File: src/rtl/nec_ir_tx.sv
module nec_ir_tx #(
  parameter int CLK_HZ        = 50_000_000,
  parameter int CARRIER_HZ    = 38_000,
  parameter int LEAD_MARK_US  = 9000,
  parameter int LEAD_SPACE_US = 4500,
  parameter int REP_SPACE_US  = 2250,
  parameter int BURST_US      = 562,
  parameter int ONE_SPACE_US  = 1687
) (
  input  logic        clk,
  input  logic        rst_n,
  input  logic        start_i,
  input  logic        repeat_i,
  input  logic [15:0] addr_i,
  input  logic [15:0] cmd_i,
  output logic        busy,
  output logic        ir_out
);
  localparam int TPU  = CLK_HZ / 1_000_000;
  localparam int HALF = CLK_HZ / (2 * CARRIER_HZ);
  localparam int PW   = (TPU > 1) ? $clog2(TPU) : 1;
  localparam int CW   = (2 * HALF > 1) ? $clog2(2 * HALF) : 1;
  localparam int M1   = (LEAD_MARK_US > LEAD_SPACE_US) ? LEAD_MARK_US : LEAD_SPACE_US;
  localparam int M2   = (REP_SPACE_US > M1) ? REP_SPACE_US : M1;
  localparam int M3   = (BURST_US > M2) ? BURST_US : M2;
  localparam int MAXD = (ONE_SPACE_US > M3) ? ONE_SPACE_US : M3;
  localparam int UW   = $clog2(MAXD + 1);

  typedef enum logic [2:0] {S_IDLE, S_LEAD_M, S_LEAD_S, S_BIT_M, S_BIT_S, S_TAIL_M} st_t;

  st_t          st, nxt;
  logic [PW-1:0] pre;
  logic [UW-1:0] us, dur;
  logic [CW-1:0] cc;
  logic [31:0]   payload;
  logic [4:0]    bit_idx;
  logic          rep;
  logic [15:0]   ext_addr;
  logic          is_mark, seg_end;

  assign ext_addr = (addr_i[15:8] == 8'h00) ? {~addr_i[7:0], addr_i[7:0]} : addr_i;
  assign is_mark  = (st == S_LEAD_M) || (st == S_BIT_M) || (st == S_TAIL_M);
  assign busy     = (st != S_IDLE);
  assign ir_out   = is_mark && (cc < CW'(HALF));
  assign seg_end  = (pre == PW'(TPU - 1)) && (us == dur - UW'(1));

  always_comb begin
    dur = UW'(BURST_US);
    nxt = S_IDLE;
    case (st)
      S_LEAD_M: begin dur = UW'(LEAD_MARK_US); nxt = S_LEAD_S; end
      S_LEAD_S: begin
        dur = rep ? UW'(REP_SPACE_US) : UW'(LEAD_SPACE_US);
        nxt = rep ? S_TAIL_M : S_BIT_M;
      end
      S_BIT_M:  begin dur = UW'(BURST_US); nxt = S_BIT_S; end
      S_BIT_S:  begin
        dur = payload[0] ? UW'(ONE_SPACE_US) : UW'(BURST_US);
        nxt = (bit_idx == 5'd31) ? S_TAIL_M : S_BIT_M;
      end
      S_TAIL_M: begin dur = UW'(BURST_US); nxt = S_IDLE; end
      default:  begin dur = UW'(BURST_US); nxt = S_IDLE; end
    endcase
  end

  always_ff @(posedge clk or negedge rst_n) begin
    if (!rst_n) begin
      st      <= S_IDLE;
      pre     <= '0;
      us      <= '0;
      cc      <= '0;
      payload <= '0;
      bit_idx <= '0;
      rep     <= 1'b0;
    end else if (st == S_IDLE) begin
      if (start_i || repeat_i) begin
        st      <= S_LEAD_M;
        rep     <= !start_i;
        payload <= {cmd_i, ext_addr};
        bit_idx <= '0;
        pre     <= '0;
        us      <= '0;
        cc      <= '0;
      end
    end else begin
      cc <= (cc == CW'(2 * HALF - 1)) ? '0 : cc + CW'(1);
      if (pre == PW'(TPU - 1)) begin
        pre <= '0;
        if (seg_end) begin
          us <= '0;
          cc <= '0;
          st <= nxt;
          if (st == S_BIT_S) begin
            payload <= {1'b0, payload[31:1]};
            bit_idx <= bit_idx + 5'd1;
          end
        end else begin
          us <= us + UW'(1);
        end
      end else begin
        pre <= pre + PW'(1);
      end
    end
  end
endmodule

File: config.mk
export PLATFORM = sky130hd
export DESIGN_NAME = nec_ir_tx
export DESIGN_NICKNAME = d
export VERILOG_FILES = /design/src/rtl/nec_ir_tx.sv
export SDC_FILE = /design/constraint.sdc
export NUM_CORES = 1
export LEC_CHECK = 0
export BUFFER_PORTS_ARGS = -buffer_cell sky130_fd_sc_hd__buf_2
export CAP_MARGIN = 5
export CORE_UTILIZATION = 50
export DETAILED_ROUTE_END_ITERATION = 12
export MAX_ROUTING_LAYER = met4
export PLACE_DENSITY_LB_ADDON = 0.2
export SETUP_SLACK_MARGIN = 0.4
export SLEW_MARGIN = 20
export SYNTH_ARGS = -nofsm -noshare
export SYNTH_HDL_FRONTEND = slang
export SYNTH_SLANG_ARGS = --single-unit
File: constraint.sdc
create_clock -name clk -period 7.8 [get_ports clk]
set_input_delay 0.39 -clock clk [delete_from_list [all_inputs] [get_ports clk]]
set_output_delay 0.39 -clock clk [all_outputs]
set_load 0.03 [all_outputs]
Word level (Yosys, flattened, before mapping)

Cells that the tools add are included.
Widths: inputs -> output; s select.

Bits in read-only memories: 0
Word-level logic and storage cells: 73
Register bits after elaboration: 72
Bits in latches: 0
Memory bits (writable): 0
Input port bits: 36
Memories kept: 0
Output and inout bits: 2

Shift-type cells: 0
Reductions and logical operators: 16
Add/sub/neg operators: 5
Div/mod/pow operators: 0
Muxes and demuxes: 33
Order comparisons: 1
Multipliers: 0
Equal/unequal tests: 10
Bitwise logic cells: 1

Operators by type and width:

| cell                  | number |
|---|---|
| $mux 32               | 5 |
| $mux 11               | 6 |
| $mux 14               | 4 |
| $pmux 14 s3           | 1 |
| $mux 5                | 5 |
| $mux 3                | 6 |
| $mux 6                | 3 |
| $mux 16               | 1 |
| $add 14x1->14 const B | 1 |
| $eq 14x14->1          | 1 |
| $sub 14x1->14 const B | 1 |
| $mux 13               | 1 |
| $pmux 3 s4            | 1 |
| $add 11x1->11 const B | 1 |
| $eq 11x11->1 const B  | 1 |
| $lt 11x10->1 const B  | 1 |
| $logic_not 8->1       | 1 |
| $not 8->8             | 1 |
| $add 6x1->6 const B   | 1 |
| $eq 3x2->1 const B    | 2 |
| $eq 3x3->1 const B    | 2 |
| $eq 6x6->1 const B    | 1 |
| $reduce_bool 2->1     | 3 |
| $add 5x1->5 const B   | 1 |
| other kinds (11)      | 15 |

Longest topological paths before layout

Word-level depth: 8
Mapped depth: 13

Worst setup path after synthesis

Ideal clock, no wire load.

Path kind: flip-flop to flip-flop
From: reg st[0]
To: reg payload[0]
Period minus slack after synthesis: 3,115 ps
Cell stages (with the launch flop): 14
Data arrival time: 2,989 ps
Path slack: 4,685 ps
Data required time: 7,674 ps
Cell sequence: dfrtp_1 -> buf_2 -> or3b_1 -> a21oi_2 -> ha_1 -> nand2b_1 -> a21oi_1 -> o31a_1 -> o2111a_1 -> and2_1 -> and3_1 -> buf_2 -> buf_6 -> a221o_1

Word-level cells in the longest chain between the ends: 7
Elaborated cells between the ends (all ways): 14

Ends and longest elaborated chain:

| item                               | line   | RTL |
|---|---|---|
| from (decl)                        | 31     | `st_t st, nxt;` |
| from (signal assigned)             | 92     | `st <= nxt;` |
| $eq 3x3->1 (tied with other cells) | 50, 93 |  |
| $pmux 14 s3                        | 50     | `case (st)` |
| $sub 14x1->14                      | 45     | `assign seg_end = (pre == PW'(TPU - 1)) && (us == dur - UW'(1));` |
| $eq 14x14->1                       | 45     |  |
| $logic_and 1x1->1                  | 45     |  |
| $reduce_bool 2->1 (no source line) | --     |  |
| $reduce_and 4->1 (no source line)  | --     |  |
| to (signal assigned)               | 79     | `payload <= {cmd_i, ext_addr};` |
| to (signal assigned)               | 94     | `payload <= {1'b0, payload[31:1]};` |
| to (decl)                          | 35     | `logic [31:0] payload;` |

Several ways; a longest one is shown, not always the timed one.
A chain may end at the register's enable or synchronous reset.

Final worst setup path

From: reg st[1]
To: reg bit_idx[0]

Word-level cells in the longest chain between the ends: 7
Elaborated cells between the ends (all ways): 14

Ends and longest elaborated chain:

| item                               | line   | RTL |
|---|---|---|
| $eq 3x3->1 (tied with other cells) | 50, 93 |  |
| $pmux 14 s3                        | 50     |  |
| $sub 14x1->14                      | 45     |  |
| $eq 14x14->1                       | 45     |  |
| $logic_and 1x1->1                  | 45     |  |
| $reduce_bool 2->1 (no source line) | --     |  |
| $reduce_and 4->1 (no source line)  | --     |  |
| to (signal assigned)               | 95     | `bit_idx <= bit_idx + 5'd1;` |
| to (decl)                          | 36     | `logic [4:0] bit_idx;` |

Several ways; a longest one is shown, not always the timed one.

==> out/qor.yml <==
setup_path:
  crit_start: "st[1]"
  start_kind: "flop"
  critPathRequiredTime_ns: 8.08
  end_kind: "flop"
  path_class: "flop to flop"
  cp.arrival_ns: 4.12
  reg2reg_depth: 10
  rrSetupSlack_ns: 3.96
  r2r-end: "bit_idx[0]"
  cp_max_fo: 26
  reg2reg_from: "st[1]"
placed_design:
  pre_cts_ws_ns: 4.00
  gp_congestion: 0.884
  port-buffer-count: 37
  dp_cells: 525
  dpl-instance-area_um2: 4250
  dp_hpwl_mm: 6.04
power_and_ir_drop:
  leakage_nw: 2.06
  pwr_density_cell_nw_per_um2: 167
  p_total_w: 0.000750
  vdd_drop_max_mv: 0.110
yosys:
  synth_edf_count: 0
  synth_nets: 449
  synthDistinctLibCells: 62
  syn_inst: 405
  syn-cell-area_um2: 4040
  synth.avg_cell_area_um2: 9.98
  synth_fa_ha_area_frac: 0.0248
  async_reset_ff_frac: 1.00
  synth_seq_area_share: 0.446
  synthSimpleGateAreaFrac: 0.217
  yosys.area_share.xor_xnor: 0.0217
  synthFlopType: "dfrtp_1"
  ys_warn_count: 0
  synth_top_family_by_area: "compound AO/OA/AOI/OAI gates"
  synth.area.mux_share: 0.0155
  synth_compound_area_frac: 0.236
  synth-seq-cells: 72
cts:
  cts_resized: 0
  cts_buffers: 9
  path_clk_slew_ns: 0.08
  cts_setup_buffers: 0
  htree_levels: 3
  ctsRootBufferMaster: "clkbuf_8"
  clock_path_buffers: 2
  tritoncts: "built"
  hold_buffers: 0
  insertion_delay_ns: 0.35
  cts.sinks: 72
die:
  start_util: 0.520
  core_area_um2: 7770
  io_pins: 38
  die_width_um: 91.9
  rows: 32
  die_h_um: 91.9
  die_area_um2: 8440
global_route:
  grt_usage: 0.233
  grt_antenna_before_repair: 0
  grt.overflow.total: 0
  grt_max_degree: 73
  grt_pass1_wl_mm: 15.1
  grt_pass1_vias: 3064
final_layout:
  drive_gt1_frac: 0.157
  layoutNonFillerInstCount: 541
  final_nets: 478
  final_cell_mix: "72 x dfrtp_1, 37 x and3_1, 37 x buf_2"
  fillCellCount: 704
  area_growth_pct: 11.3
  final_common_cell: "dfrtp_1"
  multi_input_comb_area_um2: 2080
  seq_area_um2: 1800
  diodes: 0
  final_area_um2: 4500
routing:
  vias: 3346
  ant_nets: 0
  dr.first_iter.drc_count: 210
  routed_wl_mm: 9.07
  via_per_inst: 6.18
  drt-wirelength-per-cell_um: 16.8
  drc: 0
  dr.pass1.iters: 4
sta:
  rsz0062_at_grt: "false"
  fin_crit_ns: 3.84
  fin_crit_sh: 0.492
  slew_headroom: 0.399
  hold_viol_final: 0
  drv_slew: 0
  tns_ns: 0
  setup_slack_ns: 3.96
  setup_viol: 0
  tightest_slew_ns: 0.901
  max_freq_mhz: 260
  fin_skew_ns: 0.00912
min_path:
  min_path_type: "primary input to asynchronous set/reset pin"
run_status:
  run_status: "finished, final reports clean"
run:
  drv_cap: 0
[critical path: stages (launching register included)]
cell and delay, ns:
dfrtp_1 0.66, or3b_1 0.44, a21oi_2 0.24, ha_1 0.26
nand2b_1 0.12, a21oi_1 0.09, nor4_1 0.35, o2111a_1 0.36
and2_1 0.21, and3_1 0.76, mux2_2 0.29
[sequential cells by signal, indices dropped and copies added (netlist names)]
register,flops
us,14
rep,1
st,3
pre,6
payload,32
cc,11
bit_idx,5
[layout make-up]
type,count,area share
clock buffers,9,0.0275
clock inverters,7,0.0267
inverters,8,0.00668
multi-input cells,302,0.462
flip-flops and latches,72,0.401
well taps,102,0.0284
repair buffers,41,0.0479
[kinds of logic after synthesis]
kind of cell | after synthesis
mux | 6
compound gates | 126
fa+ha+maj | 8
simple gates | 152
flops | 72
xor+xnor | 10
buf+inv | 31
[through the flow]
step                utilization  hold WS, ns
global route              0.579        0.291
detailed placement        0.548        0.462
CTS                       0.579        0.261
finish                    0.579        0.249
floorplan                     -       0.0944
global placement          0.548        0.462
[routing by layer]
| metal | wire length, um | global-route usage |
|---|---|---|
| met4 | 89 | 0.0612 |
| met2 | 4150 | 0.344 |
| met3 | 338 | 0.0498 |
| met5 | 0 | - |
| met1 | 4500 | 0.327 |
[worst max-delay path by stage]
stage,to,slack [ns],cells past startpoint
after floorplan,payload[0],4.68,13
after CTS,bit_idx[0],3.97,10
after global routing,bit_idx[0],3.59,10
final,bit_idx[0],3.96,10
after detailed placement,bit_idx[0],4.00,10
after global placement,bit_idx[0],4.11,10
[cell usage after synthesis (6+ instances only)]
library cell	instances	area, um2
dfrtp_1	72	1800
and3_1	37	231
o21ai_0	33	165
a221o_1	23	230
nand2_1	21	78.8
nor2_1	21	78.8
clkbuf_1	13	48.8
a21oi_1	11	55.1
nand3_1	11	55.1
nand2b_1	9	56.3
nor3_1	9	45.0
o32ai_1	9	78.8
a22o_1	8	70.1
a2bb2oi_1	8	70.1
ha_1	8	100
nor2b_1	8	50.1
inv_1	6	22.5
or3_1	6	37.5
[power breakdown]
| part | leakage [nW] | internal, W | switching [W] |
|---|---|---|---|
| Clock | 0.119 | 0.000213 | 0.000146 |
| Combinational | 0.984 | 0.00000668 | 0.0000113 |
| Sequential | 0.961 | 0.000373 | 0 |
Note: power is estimated with default switching activity, not from simulation.
